===== config.mk =====
export PLATFORM = sky130hd
export DESIGN_NAME = prt_timer
export DESIGN_NICKNAME = d
export VERILOG_FILES = /design/src/rtl/prt_pkg.sv /design/src/rtl/prt_divider.sv /design/src/rtl/prt_prescaler.sv /design/src/rtl/prt_counter.sv /design/src/rtl/prt_timer.sv
export SDC_FILE = /design/constraint.sdc
export NUM_CORES = 1
export LEC_CHECK = 0
export ABC_CLOCK_PERIOD_IN_PS = 7650
export BUFFER_PORTS_ARGS = -buffer_cell sky130_fd_sc_hd__buf_2
export CAP_MARGIN = 20
export CORE_MARGIN = 10
export CORE_UTILIZATION = 45
export CTS_CLUSTER_DIAMETER = 150
export DETAILED_ROUTE_END_ITERATION = 6
export GPL_ROUTABILITY_DRIVEN = 0
export PLACE_DENSITY_LB_ADDON = 0.08
export SLEW_MARGIN = 20
export SYNTH_ARGS = -nofsm -noshare
export SYNTH_HDL_FRONTEND = slang
export SYNTH_SLANG_ARGS = --single-unit

===== constraint.sdc =====
create_clock -name clk -period 7.65 [get_ports clk]
set_clock_uncertainty 0.2 [all_clocks]
set_input_delay 1.1475 -clock clk [delete_from_list [all_inputs] [get_ports clk]]
set_output_delay 1.1475 -clock clk [all_outputs]
set_load 0.02 [all_outputs]

===== src/rtl/prt_pkg.sv =====
package prt_pkg;
   typedef enum logic [1:0] {
      SEL_DIV  = 2'd0,
      SEL_CNT  = 2'd1,
      SEL_MOD  = 2'd2,
      SEL_CTRL = 2'd3
   } prt_sel_e;

   localparam int CTRL_W   = 3;
   localparam int CTRL_EN  = 2;

   function automatic int max_of4(input int a, input int b, input int c, input int d);
      int m;
      m = a;
      if (b > m) m = b;
      if (c > m) m = c;
      if (d > m) m = d;
      return m;
   endfunction
endpackage


===== src/rtl/prt_divider.sv =====
module prt_divider #(
   parameter int DATA_W    = 8,
   parameter int DIV_TICKS = 256
) (
   input  logic              clk,
   input  logic              rst_n,
   input  logic              tick,
   input  logic              clr,
   output logic [DATA_W-1:0] div_q
);
   localparam int SUB_W = (DIV_TICKS > 2) ? $clog2(DIV_TICKS) : 1;
   localparam bit POW2  = (DIV_TICKS == (1 << SUB_W));

   logic [SUB_W-1:0] sub_q;
   logic [SUB_W-1:0] sub_nxt;
   logic             carry;

   generate
      if (POW2) begin : g_wrap
         assign carry   = tick && (&sub_q);
         assign sub_nxt = sub_q + 1'b1;
      end else begin : g_cmp
         assign carry   = tick && (sub_q == SUB_W'(DIV_TICKS - 1));
         assign sub_nxt = carry ? '0 : sub_q + 1'b1;
      end
   endgenerate

   always_ff @(posedge clk or negedge rst_n) begin
      if (!rst_n) begin
         sub_q <= '0;
         div_q <= '0;
      end else if (clr) begin
         sub_q <= '0;
         div_q <= '0;
      end else if (tick) begin
         sub_q <= sub_nxt;
         if (carry) div_q <= div_q + 1'b1;
      end
   end

   // a clear leaves the divider at zero
   p_div_clear_r4: assert property (@(posedge clk) disable iff (!rst_n)
      clr |=> (div_q == '0));
   // without a tick the divider does not move
   p_div_idle_r3: assert property (@(posedge clk) disable iff (!rst_n)
      (!tick && !clr) |=> $stable(div_q));
endmodule


===== src/rtl/prt_prescaler.sv =====
module prt_prescaler #(
   parameter int RATE0_TICKS = 1024,
   parameter int RATE1_TICKS = 16,
   parameter int RATE2_TICKS = 64,
   parameter int RATE3_TICKS = 256,
   parameter int ACC_W       = 11
) (
   input  logic       clk,
   input  logic       rst_n,
   input  logic       tick,
   input  logic       en,
   input  logic [1:0] rate,
   output logic       step
);
   localparam int RATES [4] = '{RATE0_TICKS, RATE1_TICKS, RATE2_TICKS, RATE3_TICKS};

   logic [ACC_W-1:0] thr [4];
   logic [ACC_W-1:0] acc_q;
   logic [ACC_W-1:0] sum;
   logic             hit;
   logic             adv;

   generate
      for (genvar i = 0; i < 4; i++) begin : g_thr
         assign thr[i] = ACC_W'(RATES[i]);
      end
   endgenerate

   assign adv  = tick && en;
   assign sum  = acc_q + 1'b1;
   assign hit  = (sum >= thr[rate]);
   assign step = adv && hit;

   always_ff @(posedge clk or negedge rst_n) begin
      if (!rst_n)   acc_q <= '0;
      else if (adv) acc_q <= hit ? (sum - thr[rate]) : sum;
   end

   // accumulator holds whenever it is not advancing
   p_acc_hold_r7: assert property (@(posedge clk) disable iff (!rst_n)
      !adv |=> $stable(acc_q));
   // a step never fires without an enabled tick
   p_step_needs_tick_r9: assert property (@(posedge clk) disable iff (!rst_n)
      step |-> (tick && en));
endmodule


===== src/rtl/prt_counter.sv =====
module prt_counter #(
   parameter int DATA_W = 8
) (
   input  logic              clk,
   input  logic              rst_n,
   input  logic              step,
   input  logic              wr_cnt,
   input  logic              wr_mod,
   input  logic [DATA_W-1:0] wdata,
   output logic [DATA_W-1:0] cnt_q,
   output logic [DATA_W-1:0] mod_q,
   output logic              irq_o
);
   logic              wrap;
   logic [DATA_W-1:0] reload_val;

   assign wrap       = step && (&cnt_q);
   assign reload_val = wr_mod ? wdata : mod_q;

   always_ff @(posedge clk or negedge rst_n) begin
      if (!rst_n) begin
         cnt_q <= '0;
         mod_q <= '0;
         irq_o <= 1'b0;
      end else begin
         if (wr_mod) mod_q <= wdata;
         if (wr_cnt)    cnt_q <= wdata;
         else if (wrap) cnt_q <= reload_val;
         else if (step) cnt_q <= cnt_q + 1'b1;
         irq_o <= wrap && !wr_cnt;
      end
   end

   // an unobstructed wrap raises the request on the next cycle
   p_wrap_irq_r8: assert property (@(posedge clk) disable iff (!rst_n)
      (wrap && !wr_cnt) |=> irq_o);
   // while the request is high the counter shows the modulo value
   p_irq_reload_r11: assert property (@(posedge clk) disable iff (!rst_n)
      irq_o |-> (cnt_q == mod_q));
   // a counter write wins and suppresses the request
   p_write_wins_r10: assert property (@(posedge clk) disable iff (!rst_n)
      wr_cnt |=> ((cnt_q == $past(wdata)) && !irq_o));
endmodule


===== src/rtl/prt_timer.sv =====
module prt_timer
   import prt_pkg::*;
#(
   parameter int DATA_W      = 8,
   parameter int DIV_TICKS   = 256,
   parameter int RATE0_TICKS = 1024,
   parameter int RATE1_TICKS = 16,
   parameter int RATE2_TICKS = 64,
   parameter int RATE3_TICKS = 256
) (
   input  logic              clk,
   input  logic              rst_n,
   input  logic              tick_en,
   input  logic              bus_wr,
   input  logic [1:0]        bus_sel,
   input  logic [DATA_W-1:0] bus_wdata,
   output logic [DATA_W-1:0] bus_rdata,
   output logic              irq_o
);
   localparam int MAX_RATE = max_of4(RATE0_TICKS, RATE1_TICKS, RATE2_TICKS, RATE3_TICKS);
   localparam int ACC_W    = $clog2(MAX_RATE) + 1;

   generate
      if (DATA_W < 4) begin : g_bad_width
         $error("prt_timer: DATA_W must be at least 4");
      end
      if (DIV_TICKS < 2) begin : g_bad_div
         $error("prt_timer: DIV_TICKS must be at least 2");
      end
      if (RATE0_TICKS < 1 || RATE1_TICKS < 1 || RATE2_TICKS < 1 || RATE3_TICKS < 1) begin : g_bad_rate
         $error("prt_timer: every rate must be at least one tick");
      end
   endgenerate

   prt_sel_e          sel;
   logic [CTRL_W-1:0] ctrl_q;
   logic [DATA_W-1:0] div_q;
   logic [DATA_W-1:0] cnt_q;
   logic [DATA_W-1:0] mod_q;
   logic              step;
   logic              wr_div, wr_cnt, wr_mod, wr_ctrl;

   assign sel     = prt_sel_e'(bus_sel);
   assign wr_div  = bus_wr && (sel == SEL_DIV);
   assign wr_cnt  = bus_wr && (sel == SEL_CNT);
   assign wr_mod  = bus_wr && (sel == SEL_MOD);
   assign wr_ctrl = bus_wr && (sel == SEL_CTRL);

   always_ff @(posedge clk or negedge rst_n) begin
      if (!rst_n)       ctrl_q <= '0;
      else if (wr_ctrl) ctrl_q <= bus_wdata[CTRL_W-1:0];
   end

   prt_divider #(.DATA_W(DATA_W), .DIV_TICKS(DIV_TICKS)) u_div (
      .clk   (clk),
      .rst_n (rst_n),
      .tick  (tick_en),
      .clr   (wr_div),
      .div_q (div_q)
   );

   prt_prescaler #(
      .RATE0_TICKS (RATE0_TICKS),
      .RATE1_TICKS (RATE1_TICKS),
      .RATE2_TICKS (RATE2_TICKS),
      .RATE3_TICKS (RATE3_TICKS),
      .ACC_W       (ACC_W)
   ) u_pre (
      .clk   (clk),
      .rst_n (rst_n),
      .tick  (tick_en),
      .en    (ctrl_q[CTRL_EN]),
      .rate  (ctrl_q[1:0]),
      .step  (step)
   );

   prt_counter #(.DATA_W(DATA_W)) u_cnt (
      .clk    (clk),
      .rst_n  (rst_n),
      .step   (step),
      .wr_cnt (wr_cnt),
      .wr_mod (wr_mod),
      .wdata  (bus_wdata),
      .cnt_q  (cnt_q),
      .mod_q  (mod_q),
      .irq_o  (irq_o)
   );

   always_comb begin
      unique case (sel)
         SEL_DIV:  bus_rdata = div_q;
         SEL_CNT:  bus_rdata = cnt_q;
         SEL_MOD:  bus_rdata = mod_q;
         default:  bus_rdata = {{(DATA_W-CTRL_W){1'b1}}, ctrl_q};
      endcase
   end

   // upper control bits always read as ones
   p_ctrl_ones_r6: assert property (@(posedge clk) disable iff (!rst_n)
      (sel == SEL_CTRL) |-> (&bus_rdata[DATA_W-1:CTRL_W]));
   // a disabled counter holds unless written
   p_hold_disabled_r7: assert property (@(posedge clk) disable iff (!rst_n)
      (!ctrl_q[CTRL_EN] && !wr_cnt) |=> $stable(cnt_q));
endmodule


==> metrics.md <==
| Metric | Value |
|---|---|
| Status | `complete, no violations` |
| CTS Hold Bufs | `0` |
| N_diodes | `0` |
| RSZ-0062 raised after global routing | `no` |
| Detail Route Antenna Nets | `0` |
| RR Endpoint | `u_pre.acc_q[8]` |
| Top post-synthesis cells by area | `dfrtp_1, mux2_2, nand2_1` |
| Clk pin slew, worst setup/hold paths | `0.08 ns` |
| Total CTS buffers | `5` |
| Largest family of logic cells by synthesized area | `simple AND/OR/NAND/NOR gates` |
| Synth unique cells | `45` |
| Area Overhead vs Synth | `8.391%` |
| Post_cts resized | `0` |
| Die area | `9994 µm²` |
| I/O pin count | `23` |
| Setup_tns | `0 ns` |
| Pin count of the biggest net entering global routing | `48` |
| Data arrival, critical path | `2.20 ns` |
| Peak VDD IR | `0.1429 mV` |
| Initial antenna violation count | `0` |
| Final WL | `6266 µm` |
| Core area | `6277 µm²` |
| CTS max path bufs | `2` |
| Fin crit period | `3.551 ns` |
| Syn_nets | `323` |
| Slew margin rel. | `0.3338` |
| Vias per inst | `5.581` |
| Root Driver | `clkbuf_8` |
| Port Buffers | `22` |
| CP Max Fanout | `14` |
| Register bit total from synthesis | `47` |
| Final Max Slew Viols | `0` |
| CTS sink count | `47` |
| Synth Area per Inst | `9.625 µm²` |
| Multiplexer share of the synthesized area | `0.1148` |
| Via count | `2199` |
| Syn. warnings | `0` |
| Post-DP Area | `3037 µm²` |
| # Post-CTS Setup Buffers | `0` |
| Crit Path Category | `input pin to primary output` |
| Final core utilization | `0.4969` |
| Post-Synth Adder-Cell Area | `0.04348` |
| Seq/Total Area, Yosys | `0.4087` |
| Leak pwr | `1.339 nW` |
| Fin crit share | `0.4642` |
| Compound-cell area share of the yosys netlist | `0.1287` |
| Die height | `99.97 µm` |
| WP data required | `6.30 ns` |
| Row count | `29` |
| Crit. End Element | `primary output` |
| Total gr overflow | `0` |
| Final setup vio count | `0` |
| Total Routing Usage GR | `0.1291` |
| H-tree levels | `2` |
| Startpoint types | `input pin` |
| Worst setup path end | `bus_rdata[0]` |
| Final hold vios | `0` |
| First DRT Iteration DRCs | `84` |
| Mapped Cells | `299` |
| Area share of and/or/nand/nor cells after synthesis | `0.1930` |
| DR pass1 iterations | `4` |
| Die Width | `99.97 µm` |
| Worst Reg-to-Reg Cells | `13` |
| Post-route cell area | `3119 µm²` |
| First-pass GRT wire length | `10610 µm` |
| Mapped Area | `2878 µm²` |
| Worst R2R Setup Slack | `4.20 ns` |
| Final nets | `341` |
| Vias in the first global route | `2183` |
| Max-cap violations | `0` |
| WL per Instance | `15.90 µm` |
| Max Fclk | `0.2816 GHz` |
| Pwr Density | `306.0 nW/µm²` |
| Hold/Removal Path Class | `register to register` |
| FF-to-FF Start | `u_pre.acc_q[3]` |
| Hpwl dp | `4589 µm` |
| Proportion of layout cells with a drive suffix above 1 | `0.1861` |
| Top cell type's share of synthesized area | `0.4087` |
| Cell accounting for the most synthesized area | `dfrtp_1` |
| Worst-Margin Slew | `0.9949 ns` |
| Synth Area in XOR/XNOR | `0.08522` |
| Clock latency on the worst-skew pair | `0.31 ns` |
| Initial Utilization | `0.4584` |
| CP Launch Point | `bus_sel[1]` |
| TritonCTS clock tree | `built` |
| Remaining DRCs | `0` |
==> final cells by class <==
cell class                 instances  area [µm²]
sequential                        47        1176
fill                             615        3158
timing repair buffer              23       117.6
clock buffer                       5       68.82
tap                               77       96.34
clock inverter                     2       13.76
multi-input combinational        236        1632
inverter                           4       15.01
==> sequential cells by signal, indices dropped and copies added, names as in the netlist <==
register / cells
u_cnt.cnt_q: 8
u_div.sub_q: 8
ctrl_q: 3
u_div.div_q: 8
u_cnt.irq_o: 1
u_cnt.mod_q: 8
u_pre.acc_q: 11
==> kinds of logic after synthesis <==
logic type	after synthesis
flip-flops	47
multiplexers	27
adder cells (fa/ha/maj)	10
XOR/XNOR	28
AND/OR/NAND/NOR	115
buffers and inverters	16
AO/OA/AOI/OAI	56
==> metal layers <==
metal / vias to the layer above / part of all wire / GRT usage
li1: 1105 / - / -
met1: 1059 / 0.53 / 0.1811
met2: 29 / 0.43 / 0.1916
met3: 6 / 0.028 / 0.03159
met4: 0 / 0.0094 / 0.03804
met5: - / 0 / 0
==> Yosys cell counts, drive strengths merged <==
library cell and number:
xnor2 15, nor2 28, a31oi 7, mux4 3
and4 1, buf 7, nor3b 1, o221ai 1
o41ai 1, mux2 18, and2 2, ha 10
xor2 13, clkbuf 5, o2111ai 2, and3 3
a211oi 1, or3 8, mux2i 6, o21ai 25
or2 5, nand2b 2, nand3 13, a21oi 10
dfrtp 47, o2111a 1, nand2 36, nor3 2
inv 4, o22a 5, a211o 2, nor2b 3
a41o 1, nand3b 1, nand4 10
==> layout by cell type, fill, tap and decap left out, drive strengths merged, types with 10 or more instances in the layout <==
| master | Yosys | routed |
|---|---|---|
| xnor2 | 15 | 15 |
| nand4 | 10 | 10 |
| nand3 | 13 | 13 |
| o21ai | 25 | 25 |
| dfrtp | 47 | 47 |
| nand2 | 36 | 36 |
| ha | 10 | 10 |
| buf | 7 | 23 |
| xor2 | 13 | 13 |
| mux2 | 18 | 18 |
| a21oi | 10 | 10 |
| nor2 | 28 | 28 |
==> per-stage QoR <==
| stage | power, W | worst slack [ns] | cells | hold slack, ns |
|---|---|---|---|---|
| after detailed placement | 0.0008088 | 4.113 | 387 | 0.3092 |
| after CTS | 0.0009610 | 4.101 | 394 | 0.3307 |
| after floorplan | 0.0007205 | 4.164 | 299 | 0.2764 |
| after global routing | 0.001033 | 3.939 | 394 | 0.3560 |
| after global placement | 0.0008043 | 4.112 | 387 | 0.2913 |
| final | 0.0009546 | 4.099 | 394 | 0.3240 |
==> report_power, final <==
group	internal, W	switching (W)	leakage [nW]
Sequential	0.000314	0.0000855	0.596
Clock	0.0000627	0.0000870	0.0440
Combinational	0.000186	0.000218	0.699
==> worst min-delay path by stage <==
stage,start,to,slack [ns],depth (start not counted)
2_1_floorplan,u_pre.acc_q[10],u_pre.acc_q[10],0.28,2
3_3_place_gp,u_pre.acc_q[10],u_pre.acc_q[10],0.29,2
3_5_place_dp,u_cnt.mod_q[7],u_cnt.mod_q[7],0.31,1
4_1_cts,u_cnt.mod_q[7],u_cnt.mod_q[7],0.33,1
5_1_grt,u_cnt.mod_q[7],u_cnt.mod_q[7],0.36,1
6_report,u_pre.acc_q[10],u_pre.acc_q[10],0.32,2
==> worst max-delay path, stage by stage <==
cell	delay, ns
buf_2	0.30
mux4_2	0.57
buf_2	0.18
No activity file was read; power rests on OpenSTA's default activity.
